--- src/rtl/dma3d_pkg.sv ---
package dma3d_pkg;
  typedef enum logic [1:0] {ST_IDLE, ST_READY, ST_RUN} seq_state_e;
  typedef enum logic {SYNC_ARRAY = 1'b0, SYNC_FRAME = 1'b1} sync_mode_e;
endpackage

--- src/rtl/dma3d_ctrl.sv ---
module dma3d_ctrl
  import dma3d_pkg::*;
#(
  parameter int CNT_A_W = 16,
  parameter int CNT_B_W = 16,
  parameter int CNT_C_W = 16
) (
  input  logic               clk_i,
  input  logic               rst_ni,
  input  logic               arm_i,
  input  logic               trig_i,
  input  logic               mode_i,
  input  logic [CNT_A_W-1:0] arr_len_i,
  input  logic [CNT_B_W-1:0] frm_len_i,
  input  logic [CNT_C_W-1:0] blk_len_i,
  output logic               load_o,
  output logic               run_o,
  output logic [CNT_A_W-1:0] byte_idx_o,
  output logic               byte_last_o,
  output logic               arr_step_o,
  output logic               frm_step_o,
  output logic               unit_done_o,
  output logic               xfer_done_o,
  output logic               trig_miss_o
);
  seq_state_e         state_q;
  sync_mode_e         mode_q;
  logic [CNT_A_W-1:0] a_len_q, byte_q;
  logic [CNT_B_W-1:0] b_len_q, arr_q;
  logic [CNT_C_W-1:0] c_len_q, frm_q;
  logic               unit_q, xfer_q;
  logic               cnt_ok, not_run, run;
  logic               byte_last, arr_last, frm_last, unit_end, blk_end;

  assign cnt_ok    = (|arr_len_i) && (|frm_len_i) && (|blk_len_i);
  assign not_run   = (state_q != ST_RUN);
  assign run       = (state_q == ST_RUN);
  assign byte_last = (byte_q == a_len_q - 1'b1);
  assign arr_last  = (arr_q == b_len_q - 1'b1);
  assign frm_last  = (frm_q == c_len_q - 1'b1);
  assign unit_end  = byte_last && ((mode_q == SYNC_FRAME) ? arr_last : 1'b1);
  assign blk_end   = byte_last && arr_last && frm_last;

  assign load_o      = arm_i && not_run && cnt_ok;
  assign run_o       = run;
  assign byte_idx_o  = byte_q;
  assign byte_last_o = byte_last;
  assign arr_step_o  = run && byte_last && !arr_last;
  assign frm_step_o  = run && byte_last && arr_last && !frm_last;
  assign trig_miss_o = trig_i && run;
  assign unit_done_o = unit_q;
  assign xfer_done_o = xfer_q;

  always_ff @(posedge clk_i or negedge rst_ni) begin
    if (!rst_ni) begin
      state_q <= ST_IDLE;
      mode_q  <= SYNC_ARRAY;
      a_len_q <= '0;
      b_len_q <= '0;
      c_len_q <= '0;
      byte_q  <= '0;
      arr_q   <= '0;
      frm_q   <= '0;
      unit_q  <= 1'b0;
      xfer_q  <= 1'b0;
    end else begin
      unit_q <= run && unit_end;
      xfer_q <= run && blk_end;
      if (arm_i && not_run) begin
        if (cnt_ok) begin
          state_q <= ST_READY;
          mode_q  <= sync_mode_e'(mode_i);
          a_len_q <= arr_len_i;
          b_len_q <= frm_len_i;
          c_len_q <= blk_len_i;
          byte_q  <= '0;
          arr_q   <= '0;
          frm_q   <= '0;
        end else begin
          state_q <= ST_IDLE;
        end
      end else begin
        case (state_q)
          ST_READY: if (trig_i) state_q <= ST_RUN;
          ST_RUN: begin
            if (byte_last) begin
              byte_q <= '0;
              if (arr_last) begin
                arr_q <= '0;
                frm_q <= frm_last ? '0 : frm_q + 1'b1;
              end else begin
                arr_q <= arr_q + 1'b1;
              end
              if (unit_end) state_q <= blk_end ? ST_IDLE : ST_READY;
            end else begin
              byte_q <= byte_q + 1'b1;
            end
          end
          default: state_q <= state_q;
        endcase
      end
    end
  end
endmodule

--- src/rtl/dma3d_addr_gen.sv ---
module dma3d_addr_gen #(
  parameter int ADDR_W   = 32,
  parameter int STRIDE_W = 16,
  parameter int IDX_W    = 16
) (
  input  logic                clk_i,
  input  logic                rst_ni,
  input  logic                load_i,
  input  logic [ADDR_W-1:0]   base_i,
  input  logic [STRIDE_W-1:0] arr_stride_i,
  input  logic [STRIDE_W-1:0] frm_stride_i,
  input  logic                arr_step_i,
  input  logic                frm_step_i,
  input  logic [IDX_W-1:0]    byte_idx_i,
  output logic [ADDR_W-1:0]   addr_o
);
  localparam int SPAD = ADDR_W - STRIDE_W;
  localparam int IPAD = ADDR_W - IDX_W;

  logic [ADDR_W-1:0] arr_q, frm_q, a_step_q, f_step_q, frm_next;

  assign frm_next = frm_q + f_step_q;
  assign addr_o   = arr_q + {{IPAD{1'b0}}, byte_idx_i};

  always_ff @(posedge clk_i or negedge rst_ni) begin
    if (!rst_ni) begin
      arr_q    <= '0;
      frm_q    <= '0;
      a_step_q <= '0;
      f_step_q <= '0;
    end else if (load_i) begin
      arr_q    <= base_i;
      frm_q    <= base_i;
      a_step_q <= {{SPAD{arr_stride_i[STRIDE_W-1]}}, arr_stride_i};
      f_step_q <= {{SPAD{frm_stride_i[STRIDE_W-1]}}, frm_stride_i};
    end else if (frm_step_i) begin
      // next frame restarts from the frame origin, not the last array
      frm_q <= frm_next;
      arr_q <= frm_next;
    end else if (arr_step_i) begin
      arr_q <= arr_q + a_step_q;
    end
  end
endmodule

--- src/rtl/dma3d_miss_flag.sv ---
module dma3d_miss_flag (
  input  logic clk_i,
  input  logic rst_ni,
  input  logic set_i,
  input  logic clr_i,
  output logic flag_o
);
  always_ff @(posedge clk_i or negedge rst_ni) begin
    if (!rst_ni)     flag_o <= 1'b0;
    else if (set_i)  flag_o <= 1'b1;
    else if (clr_i)  flag_o <= 1'b0;
  end
endmodule

--- src/rtl/dma3d_addr_seq.sv ---
module dma3d_addr_seq #(
  parameter int ADDR_W   = 32,
  parameter int STRIDE_W = 16,
  parameter int CNT_A_W  = 16,
  parameter int CNT_B_W  = 16,
  parameter int CNT_C_W  = 16
) (
  input  logic                clk_i,
  input  logic                rst_ni,
  input  logic                arm_i,
  input  logic                sync_mode_i,
  input  logic [CNT_A_W-1:0]  arr_len_i,
  input  logic [CNT_B_W-1:0]  frm_len_i,
  input  logic [CNT_C_W-1:0]  blk_len_i,
  input  logic [ADDR_W-1:0]   src_base_i,
  input  logic [ADDR_W-1:0]   dst_base_i,
  input  logic [STRIDE_W-1:0] src_arr_stride_i,
  input  logic [STRIDE_W-1:0] dst_arr_stride_i,
  input  logic [STRIDE_W-1:0] src_frm_stride_i,
  input  logic [STRIDE_W-1:0] dst_frm_stride_i,
  input  logic                trig_i,
  input  logic                evt_clr_i,
  output logic                vld_o,
  output logic [ADDR_W-1:0]   src_addr_o,
  output logic [ADDR_W-1:0]   dst_addr_o,
  output logic                unit_done_o,
  output logic                xfer_done_o,
  output logic                missed_o
);
  localparam int NSIDE = 2;

  logic               load, run, byte_last, arr_step, frm_step, trig_miss;
  logic [CNT_A_W-1:0] byte_idx;

  logic [NSIDE-1:0][ADDR_W-1:0]   side_base, side_addr;
  logic [NSIDE-1:0][STRIDE_W-1:0] side_astr, side_fstr;

  assign side_base = {dst_base_i, src_base_i};
  assign side_astr = {dst_arr_stride_i, src_arr_stride_i};
  assign side_fstr = {dst_frm_stride_i, src_frm_stride_i};

  dma3d_ctrl #(
    .CNT_A_W(CNT_A_W), .CNT_B_W(CNT_B_W), .CNT_C_W(CNT_C_W)
  ) u_ctrl (
    .clk_i       (clk_i),
    .rst_ni      (rst_ni),
    .arm_i       (arm_i),
    .trig_i      (trig_i),
    .mode_i      (sync_mode_i),
    .arr_len_i   (arr_len_i),
    .frm_len_i   (frm_len_i),
    .blk_len_i   (blk_len_i),
    .load_o      (load),
    .run_o       (run),
    .byte_idx_o  (byte_idx),
    .byte_last_o (byte_last),
    .arr_step_o  (arr_step),
    .frm_step_o  (frm_step),
    .unit_done_o (unit_done_o),
    .xfer_done_o (xfer_done_o),
    .trig_miss_o (trig_miss)
  );

  for (genvar s = 0; s < NSIDE; s++) begin : g_side
    dma3d_addr_gen #(
      .ADDR_W(ADDR_W), .STRIDE_W(STRIDE_W), .IDX_W(CNT_A_W)
    ) u_gen (
      .clk_i        (clk_i),
      .rst_ni       (rst_ni),
      .load_i       (load),
      .base_i       (side_base[s]),
      .arr_stride_i (side_astr[s]),
      .frm_stride_i (side_fstr[s]),
      .arr_step_i   (arr_step),
      .frm_step_i   (frm_step),
      .byte_idx_i   (byte_idx),
      .addr_o       (side_addr[s])
    );
  end

  dma3d_miss_flag u_miss (
    .clk_i  (clk_i),
    .rst_ni (rst_ni),
    .set_i  (trig_miss),
    .clr_i  (evt_clr_i),
    .flag_o (missed_o)
  );

  assign vld_o      = run;
  assign src_addr_o = side_addr[0];
  assign dst_addr_o = side_addr[1];
endmodule

--- config.mk ---
export PLATFORM = sky130hd
export DESIGN_NAME = dma3d_addr_seq
export DESIGN_NICKNAME = d
export VERILOG_FILES = /design/src/rtl/dma3d_pkg.sv /design/src/rtl/dma3d_ctrl.sv /design/src/rtl/dma3d_addr_gen.sv /design/src/rtl/dma3d_miss_flag.sv /design/src/rtl/dma3d_addr_seq.sv
export SDC_FILE = /design/constraint.sdc
export NUM_CORES = 1
export LEC_CHECK = 0
export BUFFER_PORTS_ARGS = -buffer_cell sky130_fd_sc_hd__buf_2
export CAP_MARGIN = 10
export CORE_MARGIN = 2
export CORE_UTILIZATION = 54
export DETAILED_ROUTE_END_ITERATION = 8
export PLACE_DENSITY_LB_ADDON = 0.08
export SYNTH_ARGS = -nofsm -noshare
export SYNTH_HDL_FRONTEND = slang
export SYNTH_SLANG_ARGS = --single-unit
--- constraint.sdc ---
create_clock -name clk_i -period 4.2 [get_ports clk_i]
set_input_delay 0.84 -clock clk_i [delete_from_list [all_inputs] [get_ports clk_i]]
set_output_delay 0.84 -clock clk_i [all_outputs]
set_load 0.05 [all_outputs]
**Word-level counts from Yosys, hierarchy flattened**

Index checks and enable logic that the tools add are counted.

- Add/sub/neg operators: 12
- Eq/ne operators: 10
- Reductions and logical operators: 31
- Muxes and demuxes: 33

Operator list:

| operator | number |
|---|---|
| $mux 32 | 10 |
| $mux 16 | 13 |
| $add 32x32->32 | 4 |
| $add 32x16->32 | 2 |
| $add 16x1->16 const B | 3 |
| $eq 16x16->1 | 3 |
| $reduce_or 16->1 | 3 |
| $sub 16x1->16 const B | 3 |
| $logic_and 1x1->1 | 14 |
| $reduce_bool 2->1 | 5 |
| $mux 2 | 4 |
| $reduce_and 4->1 | 2 |
| $ne 3x3->1 const B | 2 |
| $reduce_bool 3->1 | 2 |
| $mux 1 | 5 |
| $pmux 2 s2 | 1 |
| $reduce_and 2->1 | 2 |
| $ne 3x2->1 const B | 1 |
| $reduce_and 3->1 | 1 |
| $eq 2x1->1 const B | 1 |
| $eq 2x2->1 const B | 1 |
| $logic_not 1->1 | 2 |
| $ne 2x1->1 const B | 1 |
| $ne 2x2->1 const B | 1 |

- Logic and storage cells: 105
- Output and inout bits: 68
- Register bits: 294
- Bits of input ports: 182

**Depth between registers and ports, before layout**

- Word-level depth: 9
- Gate-level depth with buffers: 16
- Mapped depth without buffers: 14

**Modules after synthesis**

From an unflattened synthesis, not the netlist that was laid out.

- Cells, all modules: 2,608
- Area total of the unflattened synthesis: 22,754.3 sq um

By module, submodules not included:

| module | sequential area each (sq um) | cells each | times used | area an instance (sq um) |
|---|---|---|---|---|
| dma3d_addr_gen at g_side[0].u_gen | 2,402.3 | 918 | 1 | 8,127.8 |
| dma3d_addr_gen at g_side[1].u_gen | 2,402.3 | 883 | 1 | 8,031.5 |
| dma3d_ctrl | 2,527.4 | 804 | 1 | 6,558.8 |
| dma3d_miss_flag | 25.0 | 3 | 1 | 36.3 |

**Worst setup path before layout**

OpenSTA, ideal clock, no wires.

- Kind: register -> output
- From: reg u_ctrl.byte_q[0] (netlist: u_ctrl.byte_idx_o[0])
- To: out dst_addr_o[16]
- Slack: -0.855 ns
- Cell stages (with the launch flop): 14
- Data required time: 3.360 ns
- Buffers on the path: 0
- Arrival time: 4.215 ns
- Path through: dfrtp_1 ha_1 inv_1 fa_1 nor2b_1 o21a_1 o21ai_0 a21oi_1 o21a_1 o21a_1 o41ai_1 o21ai_0 o31ai_1 a21boi_0

- Word-level cells in the longest chain between the ends: 1

RTL lines:

| item | line | source |
|---|---|---|
| start, declared | dma3d_ctrl.sv:28 | `logic [CNT_A_W-1:0] a_len_q, byte_q;` |
| start signal, assigned | dma3d_ctrl.sv:96 | `byte_q <= byte_q + 1'b1;` |
| $add 32x16->32 | dma3d_addr_gen.sv:23 | `assign addr_o = arr_q + {{IPAD{1'b0}}, byte_idx_i};` |
| end, declared | dma3d_addr_seq.sv:25 | `output logic [ADDR_W-1:0] dst_addr_o,` |

No other way between the ends.

**Final worst setup path**

- From: reg u_ctrl.byte_q[0] (netlist: u_ctrl.byte_idx_o[0])
- To: out src_addr_o[18]

- Word-level cells in the longest chain between the ends: 1

RTL lines:

| item | line | source |
|---|---|---|
| $add 32x16->32 | dma3d_addr_gen.sv:23 |  |
| end, declared | dma3d_addr_seq.sv:24 | `output logic [ADDR_W-1:0] src_addr_o,` |

No other way between the ends.

==> results.cfg <==
[power]
power.leakage_nw = 12.6
power_mw = 21.4
pwr_density_cell_mw_per_mm2 = 817
peakVddDrop_mv = 0.466

[cts]
clock-sinks = 294
clkTransAtPathRegs_ns = 0.06
numCtsBuffers = 37
clock_path_buffers = 3
cts_tree = yes
hold_buffers = 0
ctsRootBufferMaster = clkbuf_16
htreeDepth = 2
clk_latency_ns = 0.57

[grt]
grt_pass1_vias = 20564
track_usage_pct = 32.4
grt_max_degree = 105
grt_pass1_wl_um = 107000
overflow = 0
antenna_found_initial = 2

[worst_setup_path]
worst_setup_path_end_kind = primary output
crit_arrival_ns = 3.68
cp_top_family = compound AO/OA/AOI/OAI gates
crit_path_cell_trace = buf_6 -> ha_4 -> inv_2 -> fa_2 -> nor2b_1 -> o21a_1 -> o21ai_2 -> a21oi_2 -> o21a_1 -> o21ai_2 -> a21oi_2 -> a41oi_2 -> a21o_1 -> buf_6 -> nor2_2 -> xor2_1 -> buf_4
required_ns = 3.36
crit_buf_inv = 4
r2r-start = u_ctrl.b_len_q[0]
crit_path_start_kind = flop
path_class = flop to primary output
slowest_delay_ns = 0.38
r2r.worst_path.cells = 14
path_max_fanout = 6
crit_slowest_cell = dfrtp_1
r2r-end = g_side[0].u_gen.arr_q[31]
rrSetupSlack_ns = 0.28

[synth]
ys_ff_latch = 294
synth-compound-area-share_pct = 20.5
avgSynthCellArea_sq_um = 8.19
async_reset_ff_share_pct = 100
synth_top_family_by_area = simple AND/OR/NAND/NOR gates
synth-xor-area-share_pct = 9.82
synth-simple-area-share_pct = 22.3
netlist-cell-type-count = 77
synth_flop_cell = dfrtp_1
syn-num-nets = 2985
yosys-mux-area-fraction_pct = 0.609
yosysWarnings = 0
syn_inst = 2635
synth_fa_ha_area_share_pct = 10.0
synth_edf_count = 0
synth.cell_area_sq_mm = 0.0216
synth_seq_area_share_pct = 34.1

[run_status]
run_status = finished, violations left
violations = setup timing

[placed_design]
portBuffers = 249
place_congestion = 0.983
place_area_sq_mm = 0.0240
hpwlAfterDp_um = 50000
dp_worst_setup_slack_ns = -0.103
dp_cells = 3405

[detailed_routing]
drc_errors = 0
drtIter0Drc = 1746
wirelength_um = 67900
viasPerCell = 5.97
dr.pass1.iters = 5
wl_per_cell_um = 19.4
ant_nets = 0
routed-via-count = 20837

[timing]
hold_violations = 0
finalCritPeriodShare_pct = 108
clock-skew-final_ns = 0.0324
setup_slack_ns = -0.319
period_needed_ns = 4.52
tightest_slew_ns = 0.895
relSlewSlack_pct = 40.3
rsz0062_at_grt = true
max_freq_ghz = 0.221
report.final.slew_viol_count = 0
setup_viol = 35

[finish]
area_growth_pct = 21.4
final_cell_mix = 527 x nand2_1, 294 x dfrtp_1, 212 x nor2_1
final_common_cell = nand2_1
design_area_sq_mm = 0.0262
final_cells = 3493
drive_gt1_share_pct = 17.9
nets = 3294

[floorplanning]
core-area_sq_mm = 0.0395
placementRows = 73
die_x_um = 204
die_h_um = 204
start_util_pct = 54.5
ios = 250
dieArea_sq_mm = 0.0416

[job]
cap_violations = 0

[hold_path]
hp-class = input pin to asynchronous set/reset pin
-- worst max path at each step --
| stage | start | endpoint | slack, ns | depth (start not counted) |
|---|---|---|---|---|
| after global routing | u_ctrl.byte_idx_o[0] | src_addr_o[18] | -0.47 | 17 |
| after detailed placement | u_ctrl.byte_idx_o[1] | dst_addr_o[21] | -0.10 | 14 |
| after CTS | u_ctrl.byte_idx_o[0] | src_addr_o[28] | -0.26 | 17 |
| final | u_ctrl.byte_idx_o[0] | src_addr_o[18] | -0.32 | 17 |
| after global placement | u_ctrl.byte_idx_o[1] | dst_addr_o[21] | -0.04 | 14 |
| after floorplan | u_ctrl.byte_idx_o[1] | dst_addr_o[31] | -0.04 | 12 |
-- flip-flops by register name, summed over array words and instances, names as in the netlist, 2 cells and up --
| name | flops |
|---|---|
| g_side.u_gen.a_step_q | 32 |
| u_ctrl.a_len_q | 16 |
| u_ctrl.frm_q | 16 |
| u_ctrl.state_q | 2 |
| u_ctrl.b_len_q | 16 |
| u_ctrl.arr_q | 16 |
| g_side.u_gen.arr_q | 64 |
| g_side.u_gen.f_step_q | 32 |
| g_side.u_gen.frm_q | 64 |
| u_ctrl.c_len_q | 16 |
| u_ctrl.byte_idx_o | 16 |
-- what timing repair did --
item	CTS	global route
buffers inserted	16	12
pin swaps	30	23
endpoints found under the setup margin	39	84
cloned	0	1
gates resized for setup	143	34
-- worst register-to-register path, delay by kind of cell (launching register included) --
| kind | cells | cell delay [ns] |
|---|---|---|
| simple gates | 5 | 1.93 |
| flops | 1 | 0.43 |
| compound gates | 5 | 0.75 |
| buf+inv | 3 | 0.51 |
| fa+ha+maj | 1 | 0.21 |
-- per-stage QoR --
stage | util (%) | hold WS [ns] | setup TNS (ns)
2_1_floorplan | - | 0.443 | -0.0470
3_3_place_gp | 60.7 | 0.454 | -0.0886
3_5_place_dp | 60.7 | 0.470 | -0.289
4_1_cts | 65.6 | 0.358 | -5.45
5_1_grt | 66.2 | 0.390 | -11.28
6_report | 66.2 | 0.323 | -7.07
-- synthesized netlist by cell type, types with 39 or more instances --
cell type | n | share of area [%]
dfrtp_1 | 294 | 34
nor2_1 | 229 | 4.0
a31oi_1 | 39 | 1.1
nor3_1 | 50 | 1.2
nand3_1 | 67 | 1.6
nand2_1 | 529 | 9.2
inv_1 | 62 | 1.1
a21o_1 | 85 | 3.0
ha_1 | 162 | 9.4
o21a_1 | 42 | 1.5
a21oi_1 | 173 | 4.0
o21ai_0 | 140 | 3.2
clkbuf_1 | 67 | 1.2
xnor2_1 | 141 | 5.7
xor2_1 | 101 | 4.1
-- routing by layer --
metal  GRT usage (%)  up-vias  routed length [um]
met5               0        -                  15
met2            53.2      713               31300
met1            42.9     9990               29700
met4            15.1        2                2900
met3            3.60      170                3990
li1                -     9962                   -
-- power by group --
group          switching (mW)  leakage (nW)  total (mW)  internal (mW)
sequential               1.17          3.61        4.97           3.80
combinational            7.76          8.33        13.1           5.29
clock                    1.31         0.616        3.37           2.06
-- kinds of logic after synthesis --
| family | count (synthesis) |
|---|---|
| xor gates and xnor gates | 242 |
| AOI/OAI and AO/OA | 690 |
| adders and majority gates | 169 |
| DFF | 294 |
| muxes | 13 |
| buffers and inverters | 146 |
| and+or+nand+nor | 1081 |
-- cell type report --
class,instances,area (sq um)
Multi-Input combinational cell,2196,14300
Tap cell,525,657
Clock buffer,46,1040
Fill cell,3337,13400
Timing Repair Buffer,353,2400
Clock inverter,16,220
Inverter,62,236
Sequential cell,294,7360
Antenna cell,1,2.50
(Power assumes the default switching activity.)
